### src/rtl/failover_pkg.sv
package failover_pkg;

  typedef enum logic [2:0] {
    ST_SETTLE,
    ST_STANDBY,
    ST_CLAIM,
    ST_GAP,
    ST_ACTIVE,
    ST_RELEASE
  } fo_state_t;

  function automatic int unsigned max2(input int unsigned a, input int unsigned b);
    return (a > b) ? a : b;
  endfunction

endpackage

### src/rtl/failover_sync.sv
module failover_sync #(
  parameter int unsigned W      = 3,
  parameter int unsigned STAGES = 2,
  parameter logic [W-1:0] INIT  = '1
) (
  input  logic         clk,
  input  logic         rst,
  input  logic [W-1:0] d,
  output logic [W-1:0] q
);

  logic [STAGES-1:0][W-1:0] stg;

  always_ff @(posedge clk) begin
    if (rst) begin
      for (int i = 0; i < int'(STAGES); i++) stg[i] <= INIT;
    end else begin
      stg[0] <= d;
      for (int i = 1; i < int'(STAGES); i++) stg[i] <= stg[i-1];
    end
  end

  assign q = stg[STAGES-1];

endmodule

### src/rtl/failover_blink.sv
module failover_blink #(
  parameter int unsigned BLINK_LOG2 = 4
) (
  input  logic clk,
  input  logic rst,
  output logic phase
);

  localparam int unsigned CW = BLINK_LOG2 + 1;

  logic [CW-1:0] cnt;

  always_ff @(posedge clk) begin
    if (rst) cnt <= '0;
    else     cnt <= cnt + 1'b1;
  end

  assign phase = cnt[CW-1];

endmodule

### src/rtl/failover_fsm.sv
module failover_fsm
  import failover_pkg::*;
#(
  parameter int unsigned SETTLE_CYC  = 256,
  parameter int unsigned GUARD_CYC   = 4,
  parameter int unsigned SYNC_STAGES = 2
) (
  input  logic clk,
  input  logic rst,
  input  logic peer_pres_n_s,
  input  logic peer_hlth_n_s,
  input  logic peer_neg_s,
  input  logic local_ok,
  input  logic sw_req,
  input  logic prefer,
  input  logic blink,
  output logic own_hlth_n_q,
  output logic own_neg_q,
  output logic is_active_q,
  output logic led_grn_q,
  output logic led_red_q
);

  // takeover wait covers the guard window plus the peer's resample and react time
  localparam int unsigned GAP_CYC = GUARD_CYC + SYNC_STAGES + 2;
  localparam int unsigned CNT_MAX = max2(max2(SETTLE_CYC, GAP_CYC), GUARD_CYC);
  localparam int unsigned CNT_W   = $clog2(CNT_MAX + 1);

  fo_state_t        state_q, state_d;
  logic [CNT_W-1:0] cnt_q, cnt_d;

  logic peer_ok, peer_claim, peer_gone;

  assign peer_ok    = !peer_pres_n_s && !peer_hlth_n_s;
  assign peer_claim = !peer_pres_n_s && !peer_neg_s;
  assign peer_gone  = peer_pres_n_s || peer_hlth_n_s;

  always_comb begin
    state_d = state_q;
    cnt_d   = cnt_q + 1'b1;
    case (state_q)
      ST_SETTLE: begin
        if (cnt_q == CNT_W'(SETTLE_CYC - 1)) begin
          cnt_d   = '0;
          state_d = (peer_pres_n_s || prefer) ? ST_ACTIVE : ST_STANDBY;
        end
      end
      ST_STANDBY: begin
        cnt_d = '0;
        if (local_ok) begin
          if (peer_gone)   state_d = ST_GAP;
          else if (sw_req) state_d = ST_CLAIM;
        end
      end
      ST_CLAIM: begin
        cnt_d = '0;
        if (!local_ok)       state_d = ST_STANDBY;
        else if (peer_gone)  state_d = ST_GAP;
        else if (peer_claim) state_d = prefer ? ST_GAP : ST_STANDBY;
      end
      ST_GAP: begin
        if (!local_ok || (peer_claim && !prefer)) begin
          state_d = ST_STANDBY;
          cnt_d   = '0;
        end else if (cnt_q == CNT_W'(GAP_CYC - 1)) begin
          state_d = ST_ACTIVE;
          cnt_d   = '0;
        end
      end
      ST_ACTIVE: begin
        cnt_d = '0;
        if (peer_claim || (peer_ok && (sw_req || !local_ok))) state_d = ST_RELEASE;
      end
      ST_RELEASE: begin
        if (cnt_q == CNT_W'(GUARD_CYC - 1)) begin
          state_d = ST_STANDBY;
          cnt_d   = '0;
        end
      end
      default: begin
        state_d = ST_SETTLE;
        cnt_d   = '0;
      end
    endcase
  end

  always_ff @(posedge clk) begin
    if (rst) begin
      state_q      <= ST_SETTLE;
      cnt_q        <= '0;
      is_active_q  <= 1'b0;
      own_neg_q    <= 1'b1;
      own_hlth_n_q <= 1'b1;
      led_red_q    <= 1'b0;
      led_grn_q    <= 1'b0;
    end else begin
      state_q      <= state_d;
      cnt_q        <= cnt_d;
      is_active_q  <= (state_d == ST_ACTIVE);
      own_neg_q    <= !((state_d == ST_CLAIM) || (state_d == ST_GAP));
      own_hlth_n_q <= (state_d == ST_RELEASE) || !local_ok;
      led_red_q    <= !local_ok;
      led_grn_q    <= local_ok && ((state_d == ST_ACTIVE) || blink);
    end
  end

  AST_SETTLE_IDLE: assert property (@(posedge clk) disable iff (rst)
    (state_q == ST_SETTLE) |-> !is_active_q);

  AST_REFUSE_REQ: assert property (@(posedge clk) disable iff (rst)
    (state_q == ST_ACTIVE && sw_req && !peer_ok && !peer_claim) |=> is_active_q);

  AST_RELEASE_RAISES_HLTH: assert property (@(posedge clk) disable iff (rst)
    $fell(is_active_q) |-> own_hlth_n_q);

  AST_RELEASE_TO_STANDBY: assert property (@(posedge clk) disable iff (rst)
    (state_q == ST_RELEASE) |=> (state_q == ST_RELEASE || state_q == ST_STANDBY));

  AST_TAKE_AFTER_CLAIM: assert property (@(posedge clk) disable iff (rst)
    $rose(is_active_q) |-> ($past(state_q) == ST_SETTLE || !$past(own_neg_q)));

endmodule

### src/rtl/failover_arbiter.sv
module failover_arbiter #(
  parameter int unsigned SETTLE_CYC  = 256,
  parameter int unsigned GUARD_CYC   = 4,
  parameter int unsigned SYNC_STAGES = 2,
  parameter int unsigned BLINK_LOG2  = 4
) (
  input  logic clk,
  input  logic rst,
  input  logic peer_pres_n,
  input  logic peer_hlth_n,
  input  logic peer_neg,
  input  logic local_ok,
  input  logic sw_fail_req,
  input  logic prefer_active,
  output logic own_pres_n,
  output logic own_hlth_n,
  output logic own_neg,
  output logic is_active,
  output logic led_green,
  output logic led_red
);

  localparam int unsigned NPEER = 3;

  logic [NPEER-1:0] peer_s;
  logic             blink;

  failover_sync #(
    .W      (NPEER),
    .STAGES (SYNC_STAGES),
    .INIT   ({NPEER{1'b1}})
  ) u_sync (
    .clk (clk),
    .rst (rst),
    .d   ({peer_neg, peer_hlth_n, peer_pres_n}),
    .q   (peer_s)
  );

  failover_blink #(
    .BLINK_LOG2 (BLINK_LOG2)
  ) u_blink (
    .clk   (clk),
    .rst   (rst),
    .phase (blink)
  );

  failover_fsm #(
    .SETTLE_CYC  (SETTLE_CYC),
    .GUARD_CYC   (GUARD_CYC),
    .SYNC_STAGES (SYNC_STAGES)
  ) u_fsm (
    .clk           (clk),
    .rst           (rst),
    .peer_pres_n_s (peer_s[0]),
    .peer_hlth_n_s (peer_s[1]),
    .peer_neg_s    (peer_s[2]),
    .local_ok      (local_ok),
    .sw_req        (sw_fail_req),
    .prefer        (prefer_active),
    .blink         (blink),
    .own_hlth_n_q  (own_hlth_n),
    .own_neg_q     (own_neg),
    .is_active_q   (is_active),
    .led_grn_q     (led_green),
    .led_red_q     (led_red)
  );

  assign own_pres_n = 1'b0;

endmodule

### config.mk
export PLATFORM = sky130hd
export DESIGN_NAME = failover_arbiter
export DESIGN_NICKNAME = d
export VERILOG_FILES = /design/src/rtl/failover_pkg.sv /design/src/rtl/failover_sync.sv /design/src/rtl/failover_blink.sv /design/src/rtl/failover_fsm.sv /design/src/rtl/failover_arbiter.sv
export SDC_FILE = /design/constraint.sdc
export NUM_CORES = 1
export LEC_CHECK = 0
export BUFFER_PORTS_ARGS = -buffer_cell sky130_fd_sc_hd__buf_4
export CAP_MARGIN = 10
export CORE_MARGIN = 5
export CORE_UTILIZATION = 30
export CTS_CLUSTER_SIZE = 16
export DETAILED_ROUTE_END_ITERATION = 8
export GPL_TIMING_DRIVEN = 1
export SYNTH_ARGS = -nofsm -noshare
export SYNTH_HDL_FRONTEND = slang
export SYNTH_SLANG_ARGS = --single-unit
### constraint.sdc
create_clock -name clk -period 4.8 [get_ports clk]
set_input_delay 0 -clock clk [delete_from_list [all_inputs] [get_ports clk]]
set_output_delay 0 -clock clk [all_outputs]
set_load 0.05 [all_outputs]
==> results of run 1 <==
-- synth_stat cells (2+ instances only) --
library cell,instances,area share
buf_2,2,0.0080
o21ai_0,2,0.0080
nand3b_1,2,0.012
nand3_1,5,0.020
o31ai_1,2,0.012
xnor2_1,4,0.028
clkbuf_1,4,0.012
or2_2,8,0.040
or3_1,2,0.010
inv_1,6,0.018
nor2b_1,3,0.015
nor4_1,4,0.020
nand2_1,5,0.015
ha_1,4,0.040
nor2_1,23,0.069
nor3_1,4,0.016
xor2_1,5,0.035
dfxtp_1,28,0.45
-- cell type report --
cell class / instances / area, um^2 / share of cell area
timing repair buffer: 16 / 130 / 0.0900
clock buffer: 3 / 41.3 / 0.0286
multi-input combinational: 96 / 628 / 0.435
inverter: 6 / 22.5 / 0.0156
sequential: 28 / 561 / 0.388
tap: 50 / 62.6 / 0.0433
-- through the flow --
step                      total power [mW]  std cells
after floorplan                      0.272        137
after global placement               0.280        192
after detailed placement             0.282        192
after CTS                            0.408        199
after global routing                 0.421        199
final                                0.401        199
-- sequential cells by signal (all words and copies together) (netlist names), 3 cells and up --
register,count
u_fsm.cnt_q,9
u_blink.cnt,5
u_sync.q,3
u_sync.stg,3
u_fsm.state_q,3
-- cell families (layout without fill, tap and decap cells) --
logic type | Yosys count | count (layout) | synth area share
AOI/OAI and AO/OA | 16 | 16 | 0.112
other | 1 | 1 | 0.00302
adders and majority gates | 4 | 4 | 0.0402
xor gates and xnor gates | 9 | 9 | 0.0634
and+or+nand+nor | 66 | 66 | 0.287
DFF | 28 | 28 | 0.451
buffers and inverters | 13 | 25 | 0.0443
-- where the power goes --
| group | internal [mW] | switching, mW |
|---|---|---|
| clock | 0.0563 | 0.0659 |
| sequential | 0.240 | 0.00598 |
| combinational | 0.0157 | 0.0173 |
-- layer usage --
layer | track usage | wire, um | up-vias
met5 | 0 | 0 | -
met4 | 0.0474 | 54 | 0
met3 | 0.0216 | 115 | 5
met2 | 0.172 | 1210 | 19
met1 | 0.112 | 1040 | 456
li1 | - | - | 493
-- worst max path at each step --
stage | cells after the start | startpoint | slack, ns | end
after floorplan | 10 | u_fsm.cnt_q[2] | 2.79 | u_fsm.led_grn_q
after global placement | 10 | u_fsm.cnt_q[0] | 2.66 | u_fsm.led_grn_q
after detailed placement | 10 | u_fsm.cnt_q[0] | 2.59 | u_fsm.led_grn_q
after CTS | 10 | u_fsm.cnt_q[0] | 2.56 | u_fsm.led_grn_q
after global routing | 10 | u_fsm.cnt_q[0] | 2.30 | u_fsm.led_grn_q
final | 10 | u_fsm.cnt_q[0] | 2.55 | u_fsm.led_grn_q
==> results.json, run 1 <==
{
  "h-tree-depth": 1,
  "synth_top_flop_cell": "dfxtp_1",
  "period_share": 0.470,
  "fmax_mhz": 444,
  "die_x_um": 74.4,
  "grt_use_total": 0.0981,
  "hp-start": "rst",
  "io_pins": 14,
  "synthArstFlopShare": 0,
  "hp-class": "input port to register",
  "path_cells": "ha_1 > nand3_1 > nor2_1 > and3_2 > ha_1 > nor2_1 > o41ai_1 > o32ai_2 > nor4_1 > o21a_1",
  "cp-end-kind": "register",
  "drive_gt1_frac": 0.195,
  "rsz0062_at_grt": "no",
  "die_h_um": 74.4,
  "r2r_slack_ns": 2.55,
  "fin_area_mm2": 0.00145,
  "final_cell_mix": "28 x dfxtp_1, 23 x nor2_1, 12 x buf_4",
  "numPortBuffers": 12,
  "core_area_mm2": 0.00400,
  "setup_tns_ns": 0,
  "critical_path.top_delay_family": "simple AND/OR/NAND/NOR gates",
  "cts_tree": "built",
  "finalMaxSlewViolations": 0,
  "status": "finished, final reports clean",
  "routed_via_density": 4.89,
  "syn_area_mm2": 0.00124,
  "ys_types": 42,
  "grt_max_degree": 20,
  "gr-total-overflow": 0,
  "hold_viol_final": 0,
  "grt_pass1_vias": 968,
  "finalNetCount": 163,
  "area_growth_pct": 16.2,
  "placement_rows": 23,
  "arrival_ns": 2.47,
  "cp_num_buf_inv": 0,
  "final.setup.worst_slack_ns": 2.55,
  "slowest_delay_ns": 0.38,
  "holdWs_ns": 0.0282,
  "critPathKind": "register to register",
  "wl_per_cell_um": 12.2,
  "setup_viol": 0,
  "postCtsResizedCells": 0,
  "period_minus_slack_ns": 2.25,
  "hold_path_depth": 2,
  "hold_buffers": 4,
  "die_area_mm2": 0.00553,
  "critical-path-slowest-cell": "dfxtp_1",
  "placed_area_mm2": 0.00136,
  "yosysSeqAreaShare": 0.451,
  "ys_seq_elements": 28,
  "r2r_cells": 10,
  "cts_buffer_depth": 2,
  "ir_drop_v": 0.000146,
  "fillCellCount": 399,
  "clkTransAtPathRegs_ns": 0.08,
  "r2r-end": "u_fsm.led_grn_q",
  "synth_edf_count": 0,
  "clock-sinks": 28,
  "drcViolationCount": 0,
  "cts_buffers": 3,
  "cts_setup_buffers": 0,
  "clockRootBuffer": "clkbuf_8",
  "fin_util": 0.361,
  "hpwl_um": 1810,
  "r2r_start": "u_fsm.cnt_q[0]",
  "startpoint_type": "register",
  "grt_pass1_wl_um": 4220,
  "max_slew_margin": 0.606,
  "worstMarginPinSlew_ns": 0.585,
  "hold_end": "u_fsm.led_red_q",
  "syn_area_per_cell_um2": 9.08,
  "layout_commonest_cell": "dfxtp_1",
  "path_max_fanout": 4,
  "cp.required_ns": 5.02,
  "antenna_found_initial": 0,
  "synth_warnings": 0,
  "drt_iter0_drc": 47,
  "start_util": 0.311,
  "wirelength_um": 2420,
  "synth.net_count": 149,
  "syn_inst": 137,
  "diodes": 0,
  "place.gp.congestion": 0.763,
  "firstDrtPassIters": 4,
  "clk_latency_ns": 0.27,
  "vias": 973,
  "cellLeakagePower_nw": 0.537,
  "skew_ns": 0.000961,
  "p_per_area_mw_per_mm2": 277,
  "post-place-ws_ns": 2.59,
  "cap_violations": 0,
  "ant_nets": 0
}
Power figures use the tool's default switching activity.
==> run 2, diff against run 1 <==
Settings changed: ABC_AREA set to 1.
Clock period 4.8 ns to 1.84 ns, I/O delays scaled along.
==> run 2 against run 1 <==
Compared with the run above:
- setup slack worse by 2.7 ns
- critical path type unchanged
- wire length up 1.6%
- synthesized area up 1.5%
- maximum frequency up 15%
- count of clock-buffer cells in the layout unchanged
- core utilization up 3.9 points
- the run now ends with setup timing left
- cell area up 12%
==> results.json, run 2 <==
{
  "hold_viol_final": 0,
  "fin_area_mm2": 0.00161,
  "ys_seq_elements": 28,
  "drive_gt1_frac": 0.237,
  "path_max_fanout": 3,
  "grt_pass1_vias": 1021,
  "period_minus_slack_ns": 1.96,
  "synthArstFlopShare": 0,
  "cts_buffers": 3,
  "slowest_delay_ns": 0.36,
  "startpoint_type": "register",
  "clk_latency_ns": 0.27,
  "arrival_ns": 2.16,
  "placed_area_mm2": 0.00143,
  "synth_edf_count": 0,
  "synth.area.top_cells": "dfxtp_1 44%, nand2_1 8.6%, inv_1 8.0%",
  "place.gp.congestion": 0.751,
  "ys_types": 26,
  "rsz0062_at_grt": "yes",
  "period_share": 1.06,
  "diodes": 0,
  "final_cells": 244,
  "vias": 1076,
  "h-tree-depth": 1,
  "wirelength_um": 2460,
  "cap_violations": 0,
  "hp-class": "input port to register",
  "largest_reg_flops": 9,
  "drt_iter0_drc": 43,
  "synth.net_count": 179,
  "yosysSeqAreaShare": 0.444,
  "fin_util": 0.401,
  "wl_per_cell_um": 10.1,
  "finalMaxSlewViolations": 0,
  "synth_top_flop_cell": "dfxtp_1",
  "clkTransAtPathRegs_ns": 0.09,
  "synth_warnings": 0,
  "die_area_mm2": 0.00561,
  "gr-total-overflow": 0,
  "cellLeakagePower_nw": 0.755,
  "drcViolationCount": 0,
  "ff_latch_area_um2": 563,
  "synth_top_area_cell": "dfxtp_1",
  "top_register": "u_fsm.cnt_q",
  "syn_area_per_cell_um2": 7.56,
  "firstDrtPassIters": 4,
  "holdWs_ns": 0.160,
  "core_area_mm2": 0.00403,
  "grt_pass1_wl_um": 4170,
  "final.setup.worst_slack_ns": -0.115,
  "skew_ns": 0.00297,
  "start_util": 0.313,
  "io_pins": 14,
  "clockRootBuffer": "clkbuf_8",
  "synth_top_area_frac": 0.444,
  "final_cell_mix": "29 x nand2_1, 26 x inv_1, 26 x dfxtp_1",
  "finalNetCount": 207,
  "fillCellCount": 422,
  "fmax_mhz": 511,
  "syn_area_mm2": 0.00126,
  "syn_inst": 167,
  "cp-end-kind": "register",
  "multi_input_area_um2": 606,
  "hpwl_um": 1680,
  "layout_commonest_cell": "nand2_1",
  "synth.most_common_cell": "nand2_1",
  "cp.required_ns": 2.04,
  "reg_top3": "u_fsm.cnt_q: 9 flops, u_blink.cnt: 5 flops",
  "cp_num_cells": 15,
  "clock-sinks": 28,
  "cp_num_buf_inv": 3,
  "p_per_area_mw_per_mm2": 754,
  "antenna_found_initial": 0,
  "ir_drop_v": 0.000428,
  "setup_viol": 4,
  "violations": "setup timing",
  "placedCellCount": 231,
  "grt_max_degree": 17,
  "ant_nets": 0,
  "grt_use_total": 0.0962,
  "hold_path_depth": 6,
  "die_h_um": 74.9,
  "critPathKind": "register to register",
  "critical_path.top_delay_family": "simple AND/OR/NAND/NOR gates",
  "critical-path-slowest-cell": "dfxtp_2",
  "status": "complete, but fails checks",
  "placement_rows": 23,
  "r2r_slack_ns": -0.12,
  "numPortBuffers": 12,
  "path_cells": "ha_4 > inv_1 > nor3_2 > nand3_1 > nor2_1 > nand2_1 > inv_1 > ha_1 > inv_2 > nor3_2 > nand2_1 > nand3b_1 > nor2_1 > and2_4 > o21bai_1",
  "r2r_cells": 15,
  "die_x_um": 74.9,
  "area_growth_pct": 27.8,
  "routed_via_density": 4.41,
  "yosys-top-cells-count": "29 x nand2_1, 28 x dfxtp_1, 27 x inv_1, 21 x nor2_1, 14 x nand3_1",
  "cts_tree": "built",
  "cts_buffer_depth": 2
}
## run 2: changes by cell type in the layout (fill, tap and decap cells not counted), moves of 4 or more
cell     previous run  this run
inv_1               6        26
buf_4              12        19
nor2_2              0         4
nand3_1             5        14
nor4_1              4         0
nand2_1             5        29
## run 2: cell type report
class                           instances  share of cell area
Multi-Input combinational cell        108               0.375
Sequential cell                        28               0.349
Timing Repair Buffer                   25               0.126
Inverter                               29              0.0674
Tap cell                               50              0.0388
Clock buffer                            3              0.0256
Clock inverter                          1              0.0186
## run 2: timing repair
item | in CTS | in global routing
cloned | 0 | 0
gates resized for setup | 2 | 6
setup buffers | 1 | 2
pin swaps | 0 | 4
endpoints found under the setup margin | 2 | 5
endpoints found under the hold margin | 8 | 0
hold buffers | 6 | 0
## run 2: power by group
group | total (mW) | internal (mW) | leakage [nW] | switching, mW
clock network | 0.472 | 0.291 | 0.0357 | 0.182
logic | 0.106 | 0.0491 | 0.490 | 0.0566
registers | 0.638 | 0.627 | 0.229 | 0.0114
total | 1.22 | 0.967 | 0.755 | 0.250
## run 2: stage by stage
step	TNS, ns	worst slack [ns]	total power [mW]
floorplan	0	0.0350	0.707
global placement	0	0.00333	0.738
detailed placement	-0.0318	-0.0318	0.737
CTS	-0.0177	-0.0177	1.22
global route	-1.21	-0.301	1.28
finish	-0.293	-0.115	1.22
## run 2: cells by family after synthesis
logic type	count (synthesis)	synth area share
AOI/OAI and AO/OA	11	0.0495
other	1	0.00297
xor gates and xnor gates	8	0.0555
buffers and inverters	31	0.0951
and+or+nand+nor	84	0.313
DFF	28	0.444
adders and majority gates	4	0.0396
## run 2: path summary, 6_finish.rpt
| kind | to | startpoint |
|---|---|---|
| max | u_fsm.own_hlth_n_q | u_fsm.cnt_q[0] |
| min | u_fsm.own_neg_q | sw_fail_req |
| max reg2reg | u_fsm.own_hlth_n_q | u_fsm.cnt_q[0] |
| min reg2reg | u_sync.q[1] | u_sync.stg[1] |
## run 2: per-layer routing
metal | vias to the layer above | part of all wire | track usage
met5 | - | 0 | 0
met4 | 0 | 0.015 | 0.0415
met3 | 5 | 0.042 | 0.0187
met2 | 21 | 0.49 | 0.166
met1 | 487 | 0.45 | 0.115
li1 | 563 | - | -
## run 2: worst min-delay path: stages
cell and delay, ns:
buf_4 0.08, nand2_1 0.06, nand2_1 0.06, nand2_1 0.05, nand3_1 0.07, nand2_1 0.06
